===== src/rtl/eth_evt_pkg.sv =====
package eth_evt_pkg;
  localparam int EVT_W = 32;
  // Event order is MSB-first: event i lives in data bit 31-i.
  localparam int EB_HB   = EVT_W - 1 - 0;
  localparam int EB_BRX  = EVT_W - 1 - 1;
  localparam int EB_BTX  = EVT_W - 1 - 2;
  localparam int EB_GSC  = EVT_W - 1 - 3;
  localparam int EB_TXF  = EVT_W - 1 - 4;
  localparam int EB_TXB  = EVT_W - 1 - 5;
  localparam int EB_RXF  = EVT_W - 1 - 6;
  localparam int EB_RXB  = EVT_W - 1 - 7;
  localparam int EB_MII  = EVT_W - 1 - 8;
  localparam int EB_BERR = EVT_W - 1 - 9;
  localparam int EB_LC   = EVT_W - 1 - 10;
  localparam int EB_RL   = EVT_W - 1 - 11;
  localparam int EB_UN   = EVT_W - 1 - 12;
  localparam int N_EVT   = 13;
  localparam logic [EVT_W-1:0] EVT_LIVE = {{N_EVT{1'b1}}, {(EVT_W-N_EVT){1'b0}}};
endpackage


===== src/rtl/eth_hb_check.sv =====
module eth_hb_check #(
  parameter int HB_W = 8
) (
  input  logic            clk,
  input  logic            rst_n,
  input  logic            hb_en,
  input  logic [HB_W-1:0] window,
  input  logic            tx_done,
  input  logic            col,
  output logic            hb_fail
);
  logic            armed_q, armed_d;
  logic [HB_W-1:0] cnt_q, cnt_d;
  logic            last_slot;

  assign last_slot = (cnt_q <= HB_W'(1));
  assign hb_fail   = armed_q && hb_en && !col && last_slot;

  always_comb begin
    armed_d = armed_q;
    cnt_d   = cnt_q;
    if (tx_done && hb_en) begin
      armed_d = 1'b1;
      cnt_d   = window;
    end else if (armed_q) begin
      if (col || last_slot || !hb_en) armed_d = 1'b0;
      else                            cnt_d   = cnt_q - HB_W'(1);
    end
  end

  always_ff @(posedge clk or negedge rst_n) begin
    if (!rst_n) begin
      armed_q <= 1'b0;
      cnt_q   <= '0;
    end else begin
      armed_q <= armed_d;
      cnt_q   <= cnt_d;
    end
  end
endmodule


===== src/rtl/eth_babble_det.sv =====
module eth_babble_det #(
  parameter int FL_W = 14
) (
  input  logic            clk,
  input  logic            rst_n,
  input  logic [FL_W-1:0] max_len,
  input  logic            byte_vld,
  input  logic            frame_end,
  output logic            babble
);
  logic [FL_W-1:0] cnt_q, cnt_d;
  logic            over_q, over_d;
  logic            cnt_en;

  assign babble = byte_vld && !over_q && (cnt_q == max_len);
  assign cnt_en = frame_end || (byte_vld && !over_q);

  always_comb begin
    cnt_d  = cnt_q;
    over_d = over_q;
    if (frame_end) begin
      cnt_d  = '0;
      over_d = 1'b0;
    end else if (babble) begin
      over_d = 1'b1;
    end else begin
      cnt_d = cnt_q + FL_W'(1);
    end
  end

  always_ff @(posedge clk or negedge rst_n) begin
    if (!rst_n) begin
      cnt_q  <= '0;
      over_q <= 1'b0;
    end else if (cnt_en) begin
      cnt_q  <= cnt_d;
      over_q <= over_d;
    end
  end
endmodule


===== src/rtl/eth_gstop_track.sv =====
module eth_gstop_track (
  input  logic clk,
  input  logic rst_n,
  input  logic req_sw,
  input  logic req_pause,
  input  logic req_rx_pause,
  input  logic tx_active,
  output logic stop_done
);
  logic pend_q, pend_d, any_req;

  assign any_req   = req_sw || req_pause || req_rx_pause;
  assign stop_done = (pend_q || any_req) && !tx_active;

  always_comb begin
    pend_d = (pend_q || any_req) && !stop_done;
  end

  always_ff @(posedge clk or negedge rst_n) begin
    if (!rst_n) pend_q <= 1'b0;
    else        pend_q <= pend_d;
  end
endmodule


===== src/rtl/eth_event_reg.sv =====
module eth_event_reg
  import eth_evt_pkg::*;
#(
  parameter int              ADDR_W     = 12,
  parameter int              HB_W       = 8,
  parameter int              FL_W       = 14,
  parameter logic [ADDR_W-1:0] EVT_OFFSET = 12'h004
) (
  input  logic              clk,
  input  logic              rst_n,
  input  logic [ADDR_W-1:0] bus_addr,
  input  logic              bus_wr,
  input  logic [EVT_W-1:0]  bus_wdata,
  output logic [EVT_W-1:0]  bus_rdata,
  input  logic [EVT_W-1:0]  irq_mask,
  output logic              irq,
  input  logic              hb_chk_en,
  input  logic [HB_W-1:0]   hb_window,
  input  logic              tx_done,
  input  logic              col,
  input  logic [FL_W-1:0]   max_frame_len,
  input  logic              tx_byte,
  input  logic              tx_frame_end,
  input  logic              rx_byte,
  input  logic              rx_frame_end,
  input  logic              tx_active,
  input  logic              stop_sw_req,
  input  logic              stop_pause_req,
  input  logic              stop_rx_pause,
  input  logic              ev_tx_frame,
  input  logic              ev_tx_buf,
  input  logic              ev_rx_desc,
  input  logic              ev_rx_last,
  input  logic              ev_mii_done,
  input  logic              ev_bus_err,
  input  logic              ev_late_col,
  input  logic              ev_retry_lim,
  input  logic              ev_tx_underrun,
  input  logic              ctrl_en_set,
  output logic              ctrl_en
);
  logic             hb_fail, babble_rx, babble_tx, stop_done;
  logic             wr_hit, evt_en;
  logic [EVT_W-1:0] set_vec, clr_vec, evt_d, evt_q;
  logic             en_d, en_q, irq_d, irq_q;

  eth_hb_check #(.HB_W(HB_W)) u_hb (
    .clk(clk), .rst_n(rst_n), .hb_en(hb_chk_en), .window(hb_window),
    .tx_done(tx_done), .col(col), .hb_fail(hb_fail)
  );

  eth_babble_det #(.FL_W(FL_W)) u_babble_rx (
    .clk(clk), .rst_n(rst_n), .max_len(max_frame_len),
    .byte_vld(rx_byte), .frame_end(rx_frame_end), .babble(babble_rx)
  );

  eth_babble_det #(.FL_W(FL_W)) u_babble_tx (
    .clk(clk), .rst_n(rst_n), .max_len(max_frame_len),
    .byte_vld(tx_byte), .frame_end(tx_frame_end), .babble(babble_tx)
  );

  eth_gstop_track u_gstop (
    .clk(clk), .rst_n(rst_n), .req_sw(stop_sw_req), .req_pause(stop_pause_req),
    .req_rx_pause(stop_rx_pause), .tx_active(tx_active), .stop_done(stop_done)
  );

  always_comb begin
    set_vec          = '0;
    set_vec[EB_HB]   = hb_fail;
    set_vec[EB_BRX]  = babble_rx;
    set_vec[EB_BTX]  = babble_tx;
    set_vec[EB_GSC]  = stop_done;
    set_vec[EB_TXF]  = ev_tx_frame;
    set_vec[EB_TXB]  = ev_tx_buf;
    set_vec[EB_RXF]  = ev_rx_desc && ev_rx_last;
    set_vec[EB_RXB]  = ev_rx_desc && !ev_rx_last;
    set_vec[EB_MII]  = ev_mii_done;
    set_vec[EB_BERR] = ev_bus_err;
    set_vec[EB_LC]   = ev_late_col;
    set_vec[EB_RL]   = ev_retry_lim;
    set_vec[EB_UN]   = ev_tx_underrun;
  end

  assign wr_hit  = bus_wr && (bus_addr == EVT_OFFSET);
  assign clr_vec = wr_hit ? bus_wdata : '0;
  assign evt_en  = wr_hit || (|set_vec);
  // Set is applied after clear so a coincident hardware event survives.
  assign evt_d   = ((evt_q & ~clr_vec) | set_vec) & EVT_LIVE;

  always_comb begin
    en_d = en_q;
    if (ev_bus_err)       en_d = 1'b0;
    else if (ctrl_en_set) en_d = 1'b1;
  end

  assign irq_d = |(evt_q & irq_mask);

  always_ff @(posedge clk or negedge rst_n) begin
    if (!rst_n) evt_q <= '0;
    else if (evt_en) evt_q <= evt_d;
  end

  always_ff @(posedge clk or negedge rst_n) begin
    if (!rst_n) begin
      en_q  <= 1'b0;
      irq_q <= 1'b0;
    end else begin
      en_q  <= en_d;
      irq_q <= irq_d;
    end
  end

  assign bus_rdata = (bus_addr == EVT_OFFSET) ? evt_q : '0;
  assign ctrl_en   = en_q;
  assign irq       = irq_q;
endmodule


===== config.mk =====
export PLATFORM = sky130hd
export DESIGN_NAME = eth_event_reg
export DESIGN_NICKNAME = d
export VERILOG_FILES = /design/src/rtl/eth_evt_pkg.sv /design/src/rtl/eth_hb_check.sv /design/src/rtl/eth_babble_det.sv /design/src/rtl/eth_gstop_track.sv /design/src/rtl/eth_event_reg.sv
export SDC_FILE = /design/constraint.sdc
export NUM_CORES = 1
export LEC_CHECK = 0
export ABC_CLOCK_PERIOD_IN_PS = 3000
export CELL_PAD_IN_SITES_DETAIL_PLACEMENT = 0
export CELL_PAD_IN_SITES_GLOBAL_PLACEMENT = 1
export CORE_MARGIN = 2
export CORE_UTILIZATION = 30
export CTS_CLUSTER_DIAMETER = 150
export CTS_CLUSTER_SIZE = 14
export DETAILED_ROUTE_END_ITERATION = 8
export MAX_ROUTING_LAYER = met4
export PLACE_DENSITY_LB_ADDON = 0.1
export SLEW_MARGIN = 20
export SYNTH_ARGS = -nofsm -noshare
export SYNTH_HDL_FRONTEND = slang
export SYNTH_SLANG_ARGS = --single-unit

===== constraint.sdc =====
create_clock -name clk -period 3 [get_ports clk]
set_input_delay 0.75 -clock clk [delete_from_list [all_inputs] [get_ports clk]]
set_output_delay 0.75 -clock clk [all_outputs]
set_load 0.01 [all_outputs]

==> results.md, run 1 <==
* Drt drc at 0
* Num ports at 156
* Die Wd at 111 microns
* HP Class: in2async
* CP Max Fanout at 12
* Routed Wire Length at 9400 microns
* Status: completed
* Placer congestion estimate at 0.757
* Worst Skew at 0.00666 ns
* Register area share after synthesis at 40.4%
* CTS Buf Count at 5
* TNS Setup at 0 ns
* Top-area cell type share of the netlist area at 40.4%
* Worst skew pair latency at 0.29 ns
* Combinational share of power at 16.8%
* Mean Syn Cell Area at 9.37 sq um
* Cts hold-fix bufs at 0
* Crit path largest cell delay at 0.43 ns
* Core Footprint at 11,000 sq um
* # clock sinks at 55
* CP Launch Type: input port
* R2R depth at 7
* Starting DRT DRC Count at 101
* Fin. Hold Viols at 0
* #FFs+latches synth at 55
* Layout cells sized above 1 at 8.21%
* Initial antenna violation count at 0
* GRT Residual Overflow at 0
* FP Rows at 38
* Detailed Place HPWL at 7220 microns
* Internal at 1.23 mW
* Worst IR Drop VDD at 0.000178 V
* Layout Area Growth over Synthesis at 36.5%
* Final core occ at 42.4%
* WL/cell at 15.6 microns
* DR vias at 2,987
* IO Port Bufs at 98
* Critical path class: in2out
* Ant. Diodes at 0
* CP required at 2.25 ns
* Final period util at 98.1%
* Root Buffer: clkbuf_16
* Leading area contributor after synthesis: dfrtp_1
* First-pass DRT Iterations at 4
* Vias per cell at 4.95
* Switching Fraction at 24.6%
* Worst-path cell chain: clkdlybuf4s50_1 > nor4b_2 > and3_4 > buf_12 > and2_1 > clkdlybuf4s15_1
* Crit path capture type: primary output
* Final ANT Viol Nets at 0
* Ys Warns at 0
* Netlist cell types at 49
* Total GRT Usage at 16.3%
* Fin area at 4650 sq um
* Xor and xnor area share after synthesis at 8.99%
* Mux contribution to synthesized area at 3.23%
* Fin crit period at 2.94 ns
* Vias in the first global route at 3,043
* CP max stage cell: clkdlybuf4s50_1
* Total chip power at 1.63 mW
* Max-slew violations at 0
* Register share of total power at 48.7%
* Nets at 590
* Initial core utilization at 31.1%
* Max Fclk at 340 MHz
* Leakage power at 1.81 nW
* Worst path bufs/invs at 3
* Worst hold slack at 0.319 ns
* Die area at 12,200 sq um
* Die Height at 111 microns
* Placed inst area at 4520 sq um
* Mapped Cells at 364
* Worst EP arrival at 2.19 ns
* RSZ-0062 raised after global routing: no
* Max-Cap Viols at 0
* PwrDens at 350 nW/um^2
* Endpoints failing setup at 0
* Clock slew at reported path FFs at 0.07 ns
* Compound-gate portion of the synthesized area at 13.2%
* CTS Buffer Depth at 2
* Ranking of synthesized cells by area: dfrtp_1 (40%), xnor2_1 (6.7%), buf_4 (4.2%), a21oi_1 (3.8%), nor2_1 (3.0%)
* Max_slew headroom at 65.2%
* Syn Std Cell Area at 3410 sq um
* Critical path depth at 6
* NetSw at 0.401 mW
* Post-Synth Simple-Gate Area at 25.3%
* Synth Area in Adders at 1.47%
* Tightest Pin Transition at 0.520 ns
* Clock network fraction of total power at 34.5%
* First-pass GRT wire length at 15,700 microns
* Pin count of the biggest net entering global routing at 29
* Main combinational cell family by area after synthesis: simple AND/OR/NAND/NOR gates
* Htree depth at 2
* Top delay family on crit path: buffers and inverters
* CTS tree: yes
flip-flops by register name (all words and copies together), names as in the netlist, 8 cells and up:
signal,count
evt_q,13
u_babble_rx.cnt_q,14
u_hb.cnt_q,8
u_babble_tx.cnt_q,14
power by group through the flow:
stage / clock (mW) / sequential (mW) / combinational [mW]
after floorplan: 0 / 0.801 / 0.134
after global placement: 0 / 0.806 / 0.274
after detailed placement: 0 / 0.806 / 0.275
after CTS: 0.592 / 0.792 / 0.277
after global routing: 0.613 / 0.797 / 0.304
final: 0.562 / 0.793 / 0.273
routing by layer:
metal / routed length (microns) / GRT usage (%) / vias to the layer above / part of all wire [%]
li1: - / - / 1465 / -
met4: 243 / 5.50 / 0 / 2.6
met1: 4180 / 20.9 / 1415 / 44
met5: 0 / - / - / 0
met3: 366 / 2.74 / 18 / 3.9
met2: 4610 / 26.4 / 89 / 49
synthesized netlist by cell type (all sizes together):
master and count:
a221oi 2, nor3 1, mux2i 2, mux2 7, nor2b 9, dfrtp 55
ha 4, nor2 28, clkbuf 10, a21o 10, nand2b 5, a22o 3
and4 2, a22oi 2, and3 4, xnor2 26, inv 4, or4 12
o2bb2ai 1, nand3 15, nand2 22, a21oi 28, o41a 1, conb 1
xor2 9, and3b 1, nor4 6, nor4b 2, a32o 1, o21ai 11
a222oi 1, nor3b 2, nand3b 1, and2 14, o31ai 10, nand4b 1
buf 26, nand4 12, or3 13
final timing paths:
check / start / end / slack, ns
max in group asynchronous: rst_n / u_babble_rx.cnt_q[9] / 2.02
max reg2reg: u_babble_rx.cnt_q[5] / u_babble_rx.cnt_q[9] / 0.79
max: bus_addr[5] / bus_rdata[19] / 0.06
min: rst_n / ctrl_en / 0.32
min in group clk: ctrl_en / ctrl_en / 0.49
min reg2reg: ctrl_en / ctrl_en / 0.49
area by class of cell:
cell class	instances	area [sq um]
Tap cell	140	175
Fill cell	1124	6330
Sequential cell	55	1380
Clock buffer	6	129
Inverter	4	15.0
Multi-Input combinational cell	287	1870
Timing Repair Buffer	111	1090
per-stage QoR:
step	instances	worst slack [ns]
CTS	603	0.0270
floorplan	382	0.592
detailed placement	597	-0.280
global placement	597	-0.297
global route	603	0.0000617
finish	603	0.0576
cells in the final DEF, fill, tap and decap left out, types with 5 or more instances in the layout:
cell,count
nor2_1,27
o31ai_1,10
nand3_1,15
and2_1,14
or4_1,11
nand2b_1,5
conb_1,19
nand4_1,12
xor2_1,9
a21oi_1,26
dlygate4sd2_1,5
a21o_1,10
clkdlybuf4s50_1,84
dfrtp_1,55
nor2b_1,9
xnor2_1,26
or3_1,13
buf_4,11
clkdlybuf4s15_1,7
nand2_1,22
clkbuf_16,5
o21ai_0,7
kinds of logic (layout without fill, tap and decap cells):
logic type | after synthesis | count (layout)
mux | 9 | 9
xor+xnor | 35 | 35
fa+ha+maj | 4 | 4
compound gates | 70 | 70
simple gates | 150 | 150
other cells | 1 | 19
buf+inv | 40 | 121
flops | 55 | 55
what timing repair did:
item	in CTS	in global routing
buffers inserted	0	0
pin swaps	1	1
setup endpoints to repair	13	13
gates resized for setup	15	10
Power figures use the tool's default switching activity.
==> run 2: changes to the inputs <==
CORE_UTILIZATION = 31   (was 30)
CTS_BUF_LIST = sky130_fd_sc_hd__clkbuf_4 sky130_fd_sc_hd__clkbuf_8   (was not set)
==> results.md, run 2 (synthesis results as in run 1) <==
* Status: completed
* Met3 usage at 2.57%
* Fin crit period at 2.92 ns
* M1 GR Usage at 20.4%
* Commonest non-fill, non-tap cell in the layout: clkdlybuf4s50_1
* Ant. Diodes at 0
* Cts hold-fix bufs at 0
* Dpl cells at 597
* Worst IR Drop VDD at 0.000178 V
* Drt drc at 0
* HP Class: in2async
* Core Footprint at 10,800 sq um
* Max-Cap Viols at 0
* Clock slew at reported path FFs at 0.10 ns
* Max Fclk at 342 MHz
* DR vias at 2,931
* CTS tree: yes
* Worst-path cell chain: clkdlybuf4s50_1 > nor4_2 > and3_4 > buf_12 > and2_1 > dlygate4sd2_1
* Vias per cell at 4.84
* GRT Residual Overflow at 0
* Worst EP arrival at 2.17 ns
* Most frequent cells in the layout: clkdlybuf4s50_1 (84), dfrtp_1 (55), nor2_1 (27)
* Setup ws final at 0.0774 ns
* Endpoints failing setup at 0
* Filler cells at 1,039
* Final Non-Filler Cells at 605
* Crit path largest cell delay at 0.42 ns
* Num ports at 156
* Root Buffer: clkbuf_8
* Detailed Place HPWL at 7050 microns
* Pin count of the biggest net entering global routing at 30
* First-pass DRT Iterations at 6
* # clock sinks at 55
* Biggest regs: u_babble_rx.cnt_q (14), u_babble_tx.cnt_q (14), evt_q (13)
* Crit path capture type: primary output
* Vias in the first global route at 2,967
* Placer congestion estimate at 0.769
* Starting DRT DRC Count at 87
* CTS Buf Count at 5
* IO Port Bufs at 98
* Routed Wire Length at 9210 microns
* PwrDens at 344 nW/um^2
* Initial core utilization at 31.6%
* Die Height at 109 microns
* RSZ-0062 raised after global routing: no
* Worst hold slack at 0.281 ns
* WL/cell at 15.2 microns
* CP max stage cell: clkdlybuf4s50_1
* CTS Buffer Depth at 2
* Nets at 590
* Die area at 11,900 sq um
* Worst skew pair latency at 0.32 ns
* GRT Max-Usage Layer: met2
* Htree depth at 2
* Fin area at 4650 sq um
* Die Wd at 109 microns
* Layout cells sized above 1 at 9.46%
* FP Rows at 38
* Fin. Hold Viols at 0
* Placement Setup Slack at -0.288 ns
* Final period util at 97.4%
* Final ANT Viol Nets at 0
* CP Launch Type: input port
* Initial antenna violation count at 0
* Placed inst area at 4530 sq um
* Worst Skew at 0.00786 ns
* Max-slew violations at 0
* Post-CTS Setup Bufs at 0
* Layout Area Growth over Synthesis at 36.2%
* CP Max Fanout at 14
* Critical path class: in2out
* First-pass GRT wire length at 15,000 microns
* Leakage power at 1.80 nW
* CP required at 2.25 ns
* GRT met2 Usage at 28.9%
* Total GRT Usage at 16.7%
[run 2: changes by cell type in the layout (fill, tap and decap cells not counted), moves of 3 or more]
cell	before	now
clkbuf_8	0	6
clkbuf_16	5	0
dlygate4sd2_1	5	1
clkbuf_2	1	4
[run 2: layer usage]
metal	share of wire (%)	vias up
met2	51	62
li1	-	1467
met4	1.4	0
met3	3.8	10
met5	0	-
met1	44	1392
[run 2: where the power goes]
group | switching, mW | internal (mW) | total (mW)
Clock | 0.260 | 0.271 | 0.531
Sequential | 0.0256 | 0.766 | 0.792
Combinational | 0.115 | 0.159 | 0.274
Total | 0.400 | 1.20 | 1.60
[run 2: final timing paths]
kind | startpoint | to | slack, ns | depth (start not counted)
min | rst_n | u_hb.armed_q | 0.28 | 1
max reg2reg | u_babble_rx.cnt_q[5] | u_babble_rx.cnt_q[5] | 0.77 | 6
min reg2reg | u_babble_rx.over_q | u_babble_rx.over_q | 0.50 | 2
min in group clk | u_babble_rx.over_q | u_babble_rx.over_q | 0.50 | 2
max | bus_addr[11] | bus_rdata[26] | 0.08 | 6
max in group asynchronous | rst_n | evt_q[27] | 2.05 | 2
[run 2: final cells by class]
| class | instances | area [sq um] | area share (%) |
|---|---|---|---|
| clock buffer | 6 | 82.6 | 1.78 |
| inverter | 4 | 15.0 | 0.323 |
| clock inverter | 2 | 35.0 | 0.754 |
| multi-input combinational | 287 | 1870 | 40.3 |
| timing repair buffer | 111 | 1090 | 23.5 |
| sequential | 55 | 1380 | 29.6 |
| tap | 140 | 175 | 3.77 |
[run 2: stage by stage]
| stage | power, mW | TNS, ns | util (%) |
|---|---|---|---|
| after floorplan | 0.935 | 0 | - |
| after global placement | 1.08 | -3.35 | 42.0 |
| after detailed placement | 1.08 | -3.35 | 42.0 |
| after CTS | 1.62 | 0 | 43.0 |
| after global routing | 1.68 | 0 | 43.0 |
| final | 1.60 | 0 | 43.0 |
[run 2: critical path, delay by kind of cell]
family | cells | cell delay (ns)
AND/OR/NAND/NOR | 3 | 0.62
buffers and inverters | 3 | 0.80
[run 2: timing repair]
item / 4_1_cts / 5_1_grt
resized for setup: 15 / 17
endpoints found under the hold margin: 0 / 0
endpoints found under the setup margin: 13 / 13
pin swaps: 1 / 2
